$ cat config.mk
export PLATFORM = sky130hd
export DESIGN_NAME = temp_alarm_cmp
export DESIGN_NICKNAME = d
export VERILOG_FILES = /design/src/rtl/temp_alarm_pkg.sv /design/src/rtl/ta_limit_regs.sv /design/src/rtl/ta_fault_queue.sv /design/src/rtl/ta_alarm_ctrl.sv /design/src/rtl/temp_alarm_cmp.sv
export SDC_FILE = /design/constraint.sdc
export NUM_CORES = 1
export LEC_CHECK = 0
export BUFFER_PORTS_ARGS = -buffer_cell sky130_fd_sc_hd__buf_2
export CAP_MARGIN = 10
export CORE_MARGIN = 4
export CORE_UTILIZATION = 29
export CTS_CLUSTER_SIZE = 16
export DETAILED_ROUTE_END_ITERATION = 10
export PLACE_DENSITY = 0.46
export SKIP_LAST_GASP = 1
export SLEW_MARGIN = 20
export SYNTH_ARGS = -nofsm -noshare
export SYNTH_HDL_FRONTEND = slang
export SYNTH_SLANG_ARGS = --single-unit
$ cat constraint.sdc
create_clock -name clk -period 3.25 [get_ports clk]
set_input_delay 0.325 -clock clk [delete_from_list [all_inputs] [get_ports clk]]
set_output_delay 0.325 -clock clk [all_outputs]
set_load 0.005 [all_outputs]
$ cat src/rtl/temp_alarm_pkg.sv
package temp_alarm_pkg;

    typedef enum logic [2:0] {
        SEL_OVT_HI = 3'd0,
        SEL_OVT_LO = 3'd1,
        SEL_HYS_HI = 3'd2,
        SEL_HYS_LO = 3'd3,
        SEL_CFG    = 3'd4
    } ta_sel_e;

    // filter depth code -> number of consecutive samples
    function automatic int unsigned fault_depth(input logic [1:0] code);
        case (code)
            2'd0:    return 1;
            2'd1:    return 2;
            2'd2:    return 4;
            default: return 6;
        endcase
    endfunction

endpackage

$ cat src/rtl/ta_limit_regs.sv
module ta_limit_regs
    import temp_alarm_pkg::*;
#(
    parameter int              DATA_W  = 8,
    parameter int              TEMP_W  = DATA_W + 1,
    parameter logic [TEMP_W-1:0] DEF_OVT = 9'h0A0,
    parameter logic [TEMP_W-1:0] DEF_HYS = 9'h096
) (
    input  logic              clk,
    input  logic              rst_n,
    input  logic              wr_en,
    input  logic [2:0]        wr_sel,
    input  logic [DATA_W-1:0] wr_data,
    output logic [TEMP_W-1:0] ovt_lim,
    output logic [TEMP_W-1:0] hys_lim,
    output logic              evt_mode,
    output logic [1:0]        depth_sel,
    output logic              cfg_wr
);

    typedef struct packed {
        logic [TEMP_W-1:0] ovt;
        logic [TEMP_W-1:0] hys;
        logic              mode;
        logic [1:0]        dsel;
    } regs_t;

    regs_t r_d, r_q;

    always_comb begin
        r_d    = r_q;
        cfg_wr = 1'b0;
        if (wr_en) begin
            case (wr_sel)
                SEL_OVT_HI: r_d.ovt[TEMP_W-1:1] = wr_data;
                SEL_OVT_LO: r_d.ovt[0]          = wr_data[DATA_W-1];
                SEL_HYS_HI: r_d.hys[TEMP_W-1:1] = wr_data;
                SEL_HYS_LO: r_d.hys[0]          = wr_data[DATA_W-1];
                SEL_CFG: begin
                    r_d.mode = wr_data[0];
                    r_d.dsel = wr_data[2:1];
                    cfg_wr   = 1'b1;
                end
                default: ;
            endcase
        end
    end

    always_ff @(posedge clk or negedge rst_n) begin
        if (!rst_n) begin
            r_q.ovt  <= DEF_OVT;
            r_q.hys  <= DEF_HYS;
            r_q.mode <= 1'b0;
            r_q.dsel <= 2'd0;
        end else begin
            r_q <= r_d;
        end
    end

    assign ovt_lim   = r_q.ovt;
    assign hys_lim   = r_q.hys;
    assign evt_mode  = r_q.mode;
    assign depth_sel = r_q.dsel;

    assert_ovt_hi_write_R2: assert property (@(posedge clk) disable iff (!rst_n)
        (wr_en && wr_sel == SEL_OVT_HI) |=> (ovt_lim[TEMP_W-1:1] == $past(wr_data)));

    assert_hys_lo_write_R2: assert property (@(posedge clk) disable iff (!rst_n)
        (wr_en && wr_sel == SEL_HYS_LO) |=> (hys_lim[0] == $past(wr_data[DATA_W-1])));

endmodule

$ cat src/rtl/ta_fault_queue.sv
module ta_fault_queue #(
    parameter int CNT_W = 3
) (
    input  logic             clk,
    input  logic             rst_n,
    input  logic             clr,
    input  logic             smp_valid,
    input  logic             hit,
    input  logic [CNT_W-1:0] need,
    output logic             qual
);

    localparam logic [CNT_W-1:0] CNT_MAX = {CNT_W{1'b1}};

    logic [CNT_W-1:0] run_d, run_q;
    logic [CNT_W:0]   run_inc;

    always_comb begin
        run_inc = {1'b0, run_q} + {{CNT_W{1'b0}}, 1'b1};
        run_d   = run_q;
        qual    = 1'b0;
        if (clr) begin
            run_d = '0;
        end else if (smp_valid) begin
            if (hit) begin
                qual  = (run_inc >= {1'b0, need});
                run_d = (run_q == CNT_MAX) ? run_q : run_inc[CNT_W-1:0];
            end else begin
                run_d = '0;
            end
        end
    end

    always_ff @(posedge clk or negedge rst_n) begin
        if (!rst_n) run_q <= '0;
        else        run_q <= run_d;
    end

    assert_qual_on_hit_R7: assert property (@(posedge clk) disable iff (!rst_n)
        qual |-> (smp_valid && hit && !clr));

    assert_miss_restart_R7: assert property (@(posedge clk) disable iff (!rst_n)
        (smp_valid && !hit) |=> (run_q == '0));

endmodule

$ cat src/rtl/ta_alarm_ctrl.sv
module ta_alarm_ctrl (
    input  logic clk,
    input  logic rst_n,
    input  logic clr,
    input  logic evt_mode,
    input  logic q_hot,
    input  logic q_cold,
    input  logic stat_rd,
    output logic stat
);

    typedef struct packed {
        logic tripped;
        logic stat;
    } st_t;

    st_t s_d, s_q;
    logic evt;

    always_comb begin
        s_d = s_q;
        evt = 1'b0;
        if (clr) begin
            s_d = '0;
        end else begin
            if (q_hot)       s_d.tripped = 1'b1;
            else if (q_cold) s_d.tripped = 1'b0;
            evt = s_d.tripped & ~s_q.tripped;
            if (evt_mode) s_d.stat = evt | (s_q.stat & ~stat_rd);
            else          s_d.stat = s_d.tripped;
        end
    end

    always_ff @(posedge clk or negedge rst_n) begin
        if (!rst_n) s_q <= '0;
        else        s_q <= s_d;
    end

    assign stat = s_q.stat;

    assert_event_on_trip_R5: assert property (@(posedge clk) disable iff (!rst_n)
        (evt_mode && $rose(s_q.stat)) |-> $rose(s_q.tripped));

    assert_read_clears_R6: assert property (@(posedge clk) disable iff (!rst_n)
        (evt_mode && stat_rd && s_q.tripped && !clr) |=> !s_q.stat);

    assert_level_follows_R4: assert property (@(posedge clk) disable iff (!rst_n)
        (!evt_mode && q_hot && !clr) |=> s_q.stat);

    assert_cfg_clear_R9: assert property (@(posedge clk) disable iff (!rst_n)
        clr |=> (!s_q.stat && !s_q.tripped));

endmodule

$ cat src/rtl/temp_alarm_cmp.sv
module temp_alarm_cmp
    import temp_alarm_pkg::*;
#(
    parameter int                 DATA_W  = 8,
    parameter int                 CNT_W   = 3,
    parameter logic [DATA_W:0]    DEF_OVT = 9'h0A0,
    parameter logic [DATA_W:0]    DEF_HYS = 9'h096
) (
    input  logic              clk,
    input  logic              rst_n,
    input  logic              smp_valid,
    input  logic [DATA_W:0]   smp_temp,
    input  logic              wr_en,
    input  logic [2:0]        wr_sel,
    input  logic [DATA_W-1:0] wr_data,
    input  logic              stat_rd,
    output logic              alarm_n,
    output logic              irq_stat
);

    localparam int TEMP_W = DATA_W + 1;
    localparam int N_DIR  = 2;   // 0: hot side, 1: cold side

    logic [TEMP_W-1:0] ovt_lim, hys_lim;
    logic              evt_mode, cfg_wr;
    logic [1:0]        depth_sel;
    logic [CNT_W-1:0]  need;
    logic [N_DIR-1:0]  hit, qual;
    logic              stat;

    ta_limit_regs #(
        .DATA_W (DATA_W),
        .TEMP_W (TEMP_W),
        .DEF_OVT(DEF_OVT),
        .DEF_HYS(DEF_HYS)
    ) i_regs (
        .clk      (clk),
        .rst_n    (rst_n),
        .wr_en    (wr_en),
        .wr_sel   (wr_sel),
        .wr_data  (wr_data),
        .ovt_lim  (ovt_lim),
        .hys_lim  (hys_lim),
        .evt_mode (evt_mode),
        .depth_sel(depth_sel),
        .cfg_wr   (cfg_wr)
    );

    always_comb begin
        need   = CNT_W'(fault_depth(depth_sel));
        hit[0] = $signed(smp_temp) > $signed(ovt_lim);
        hit[1] = $signed(smp_temp) < $signed(hys_lim);
    end

    for (genvar g = 0; g < N_DIR; g++) begin : g_fq
        ta_fault_queue #(.CNT_W(CNT_W)) i_fq (
            .clk      (clk),
            .rst_n    (rst_n),
            .clr      (cfg_wr),
            .smp_valid(smp_valid),
            .hit      (hit[g]),
            .need     (need),
            .qual     (qual[g])
        );
    end

    ta_alarm_ctrl i_ctrl (
        .clk     (clk),
        .rst_n   (rst_n),
        .clr     (cfg_wr),
        .evt_mode(evt_mode),
        .q_hot   (qual[0]),
        .q_cold  (qual[1]),
        .stat_rd (stat_rd),
        .stat    (stat)
    );

    assign alarm_n  = ~stat;
    assign irq_stat = stat;

    assert_alarm_on_sample_R10: assert property (@(posedge clk) disable iff (!rst_n)
        $fell(alarm_n) |-> $past(smp_valid));

endmodule

# --- After elaboration in Yosys (flattened, before gate mapping) ---
# Cells that the tools add are included.
word_totals:
  register_bits: 29
  latchBits: 0
  ramBits: 0
  romBits: 0
  inputBits: 25
  out_inout_bits: 2
  word_cells: 64
  memories: 0
op_classes:
  n_addsub: 2
  n_mul: 0
  div: 0
  n_lt_le_gt_ge: 4
  n_eq_ne: 10
  shift: 0
  mux: 22
  bitwise_logic: 6
  reduce_logical: 10
ops:
  columns: ["cell", "count"]
  rows:
  - ["$mux 3", 8]
  - ["$reduce_and 2->1", 7]
  - ["$mux 1", 12]
  - ["$eq 3x3->1 const B", 3]
  - ["$gt 9x9->1", 1]
  - ["$lt 9x9->1", 1]
  - ["$pmux 3 s3", 1]
  - ["$add 3x1->4 const B", 2]
  - ["$ge 4x3->1", 2]
  - ["$eq 3x2->1 const B", 2]
  - ["$ne 3x3->1 const B", 2]
  - ["$eq 3x1->1 const B", 1]
  - ["$logic_not 3->1", 1]
  - ["$not 1->1", 3]
  - ["$and 1x1->1", 2]
  - ["$eq 2x1->1 const B", 1]
  - ["$eq 2x2->1 const B", 1]
  - ["$logic_not 2->1", 1]
  - ["$mux 2", 1]
  - ["$reduce_bool 2->1", 1]
  - ["$or 1x1->1", 1]

# --- Longest topological paths before layout ---
logic_depth:
  ltp_word: 13
  ltp_mapped: 8
  mapped_depth_nobuf: 8

# --- Cells and area by module ---
# From an unflattened synthesis, not the netlist that was laid out.
unflattened:
  hier_cells: 179
  area_unflattened_um2: 1905.6
modules_own_cells:
  columns: ["mod", "instances", "cells_each", "area_each_um2"]
  rows:
  - ["ta_limit_regs", 1, 48, 842.1]
  - ["ta_fault_queue", 2, 29, 260.2]
  - ["temp_alarm_cmp", 1, 65, 456.7]
  - ["ta_alarm_ctrl", 1, 8, 86.3]

# --- Worst setup path before layout ---
# Ideal clock, no wire load.
synth_path:
  path_type: "flip-flop to flip-flop"
  from: "register i_regs.r_q, in the netlist i_regs.ovt_lim[2]"
  to: "register g_fq[0].i_fq.run_q[0]"
  setup_time_ns: 0.125
  arrival_time_ns: 1.835
  required_time_ns: 3.125
  path_slack_ns: 1.291
  path_stages_with_launch: 9
  path_buffers: 0
  cell_sequence: "dfrtp_1 -> inv_1 -> ha_1 -> a211o_1 -> a221o_1 -> a21oi_2 -> a2bb2oi_2 -> nor3_2 -> mux2_2"
synth_between:
  elab_chain_len: 4
  elab_cells_between_ends: 6
  cone_classes: "1 x order compare; 1 x eq/ne; 3 x mux; 1 x reduce/logical"
synth_rtl:
  columns: ["element", "line_no", "rtl"]
  rows:
  - ["start: declaration", "ta_limit_regs.sv:28", "regs_t r_d, r_q;"]
  - ["start signal: assignment", "ta_limit_regs.sv:56", "r_q <= r_d;"]
  - ["$gt 9x9->1 (*)", "temp_alarm_cmp.sv:51", "hit[0] = $signed(smp_temp) > $signed(ovt_lim);"]
  - ["$mux 3", "ta_fault_queue.sv:25", "if (hit) begin"]
  - ["$mux 3", "ta_fault_queue.sv:24", "end else if (smp_valid) begin"]
  - ["$mux 3", "ta_fault_queue.sv:22", "if (clr) begin"]
  - ["end signal: assignment", "ta_fault_queue.sv:36", "else run_q <= run_d;"]
  - ["end: declaration", "ta_fault_queue.sv:15", "logic [CNT_W-1:0] run_d, run_q;"]
# Mark *: on every way between the ends. The rest lies on a longest branch, timed or not. The select of a mux whose other input is x is not followed.
# A chain may end at the register's enable or synchronous reset.

# --- Final worst setup path ---
layout_path:
  from: "register i_regs.r_q, in the netlist i_regs.ovt_lim[1]"
  to: "register g_fq[0].i_fq.run_q[0]"
# Same word-level chain as after synthesis.

==> metrics.txt <==
worst clock skew=1.564 ps; final critical delay including setup and external delays=2123 ps; Tot GR Track Use=11.80%; maximum single-stage delay on the critical path=370 ps; CTS hold repair buffers=0; number of synthesis warnings=0; routability-driven placement congestion ratio=0.7673; max-cap violations=0; cell taking the most area after synthesis=sky130_fd_sc_hd__dfrtp_1; ports placed on the boundary=27; most frequently used flop master after synthesis=sky130_fd_sc_hd__dfrtp_1; maximum vdd ir drop=0.0002557 V; clock buffers created by TritonCTS=5; total standard cell area after synthesis=1818 sq um; Sink Count=29; Placeable Area=5991 sq um; fraction of synthesis flops using an asynchronous set or reset pin=100.0%; sequential power share=39.7%; cell at the root of the clock tree=sky130_fd_sc_hd__clkbuf_8; normalized max-slew margin=55.19%; maximum buffer depth of the clock tree=2; switching share of total power=33.02%; Post-CTS Setup Repair Bufs=0; routed via count=1409; setup repair after global routing missed its margin=false; TritonRoute pass-1 iters=4; # setup viols final=0; diode count=0; Die Footprint=7599 sq um; syn_area_per_cell=9.619 sq um; crit path cell chain=inv_1, ha_1, and4_1, a221o_1, a21oi_2, a2bb2oi_2, nor3_2, mux2_2; number of nets in the layout=274; type of the worst min-delay path=primary input to asynchronous set/reset pin; Inst Count DP=290; Routed Wire Length=3965 um; residual antenna-violating net count after detailed routing=0; Finished Layout Cells=298; horizontal die dimension=87.18 um; H-Tree Level Count=2; element type at the critical path end=flip-flop; total count of max-transition violations in the final report=0; global route overflow=0; antenna violations before repair=0; launching element type of the critical path=flip-flop; clock transition time at the flip-flop clock pins of the worst setup and hold paths=60 ps; cts repair resizes=0; first-pass GRT wire length=6879 um; f_max=471.1 MHz; Gate power share=34.6%; result of the run=completed; vias in the first global route=1431; overall die height=87.18 um; power density over the cells=599.5 nW/um^2; Synth top area share=31.66%; DRC errors left=0; initial core utilization=30.35%; Synthesized Nets=241; number of synthesized register bits=29; proportion of layout cells with a drive suffix above 1=22.87%; Clock Latency Late Sink=280 ps; via-per-instance ratio=4.728; critical path arrival=2290 ps; RR Endpoint=g_fq[0].i_fq.run_q[0]; switching component of the power=0.0004266 W; pin slew with the least headroom to its limit=672.1 ps; final worst-path cycle share=65.31%; final total negative setup slack=0 ps; cell with the largest stage delay on the worst path=sky130_fd_sc_hd__a221o_1; placed wire-length estimate=3145 um; sequential element share of the synthesized area=40.33%; count of different cell masters after synthesis=40; largest net degree at the start of global routing=30; worst reg2reg setup slack=1130 ps; number of placement rows=28; path depth of the worst reg2reg path=8; growth of design area from synthesis to finish=18.51%; type of the worst setup path=flip-flop to flip-flop; DR iter-0 viols=39; number of hold violations in the final report=0; IO Port Bufs=26; average routed wire per standard cell=13.31 um; startpoint of the most critical register-to-register path=i_regs.ovt_lim[1]; Worst Path Required=3410 ps; CP max FO=4; top post-synthesis cells by area=sky130_fd_sc_hd__dfrtp_1, sky130_fd_sc_hd__ha_1, sky130_fd_sc_hd__dfstp_2; internal power component=0.0008651 W; standby leakage power=1.058 nW; count of flip-flops with a built-in enable after synthesis=0; part of the total power dissipated in the clock network=25.7%; post-synthesis instance total=189; TritonCTS clock tree=built
worst max-delay path, delay by kind of cell (launching register included):
kind	cells	cell delay, ps
compound gates	3	790
flops	1	360
simple gates	2	300
mux	1	260
fa+ha+maj	1	230
buf+inv	1	80
power by group through the flow:
stage	clock network [W]	registers [W]	logic, W
2_1_floorplan	0	0.000503	0.000325
3_3_place_gp	0	0.000519	0.000446
3_5_place_dp	0	0.000518	0.000453
4_1_cts	0.000347	0.000513	0.000458
5_1_grt	0.000363	0.000523	0.000529
6_report	0.000332	0.000513	0.000447
stage by stage:
step | setup slack [ps] | power, W | utilization, % | hold slack [ps] | instance area (sq um)
floorplan | 1291 | 0.0008284 | - | 29.41 | 1818
global placement | 1031 | 0.0009651 | 34.27 | 418.3 | 2053
detailed placement | 1032 | 0.0009709 | 34.27 | 399.0 | 2053
CTS | 1101 | 0.001318 | 35.96 | 92.89 | 2155
global route | 969.0 | 0.001415 | 35.96 | 137.1 | 2155
finish | 1127 | 0.001292 | 35.96 | 79.30 | 2155
registers in the layout (all words and copies together), names as in the netlist:
signal / cells
g_fq.i_fq.run_q: 6
i_ctrl.s_q: 1
i_ctrl.stat: 1
i_regs.depth_sel: 2
i_regs.evt_mode: 1
i_regs.hys_lim: 9
i_regs.ovt_lim: 9
cell type report:
class | instances | area (sq um)
clock inverters | 1 | 5.005
inverters | 24 | 90.09
repair buffers | 29 | 152.6
fillers | 642 | 3836
flip-flops and latches | 29 | 733.2
multi-input cells | 133 | 983.4
clock buffers | 7 | 96.34
well taps | 75 | 93.84
cell families (layout without fill, tap and decap cells):
group	count (synthesis)	in the layout	share of synthesized area [%]
DFF	29	29	40.33
adders and majority gates	27	27	18.58
muxes	5	5	3.028
buffers and inverters	27	61	5.575
and+or+nand+nor	55	55	15.83
AOI/OAI and AO/OA	46	46	16.66
how the worst max path moves through the flow:
stage | cells after the start | start | endpoint | slack, ps
3_3_place_gp | 8 | smp_temp[4] | g_fq[0].i_fq.run_q[0] | 1030
4_1_cts | 8 | i_regs.ovt_lim[1] | g_fq[0].i_fq.run_q[0] | 1100
2_1_floorplan | 8 | i_regs.ovt_lim[2] | g_fq[0].i_fq.run_q[0] | 1290
3_5_place_dp | 8 | smp_temp[4] | g_fq[0].i_fq.run_q[0] | 1030
5_1_grt | 8 | i_regs.ovt_lim[7] | g_fq[0].i_fq.run_q[0] | 970
6_report | 8 | i_regs.ovt_lim[1] | g_fq[0].i_fq.run_q[0] | 1130
per-layer routing:
metal  up-vias  share of wire (%)  GRT usage (%)
met2        23                 44          16.84
met1       651                 51          17.29
met3         5                4.0          2.744
met4         0                1.5          4.184
li1        730                  -              -
met5         -                  0              0
cell usage after synthesis, types with 3 or more instances:
cell / count
sky130_fd_sc_hd__ha_1: 27
sky130_fd_sc_hd__inv_1: 24
sky130_fd_sc_hd__dfrtp_1: 23
sky130_fd_sc_hd__nand2_1: 23
sky130_fd_sc_hd__o21ai_1: 18
sky130_fd_sc_hd__nor2_1: 9
sky130_fd_sc_hd__dfstp_2: 6
sky130_fd_sc_hd__a21oi_1: 5
sky130_fd_sc_hd__nand3_1: 4
sky130_fd_sc_hd__a31oi_1: 3
sky130_fd_sc_hd__clkbuf_1: 3
sky130_fd_sc_hd__mux2_2: 3
sky130_fd_sc_hd__nand2b_1: 3
sky130_fd_sc_hd__nor2b_1: 3
layout by cell type (no fill, tap or decap), drive strengths merged, types with 2 or more instances in the layout:
| cell type | n |
|---|---|
| dfrtp | 23 |
| o21ai | 20 |
| nor3b | 2 |
| inv | 24 |
| clkbuf | 7 |
| a22o | 2 |
| dfstp | 6 |
| and3 | 2 |
| ha | 27 |
| buf | 29 |
| and4b | 2 |
| a22oi | 2 |
| nand2 | 23 |
| nand3 | 4 |
| a211oi | 2 |
| or3 | 2 |
| mux2 | 4 |
| nand2b | 3 |
| nor2 | 9 |
| nor3 | 2 |
| a31oi | 3 |
| nor2b | 3 |
| a211o | 2 |
| a21oi | 6 |
Note: power is estimated with default switching activity, not from simulation.
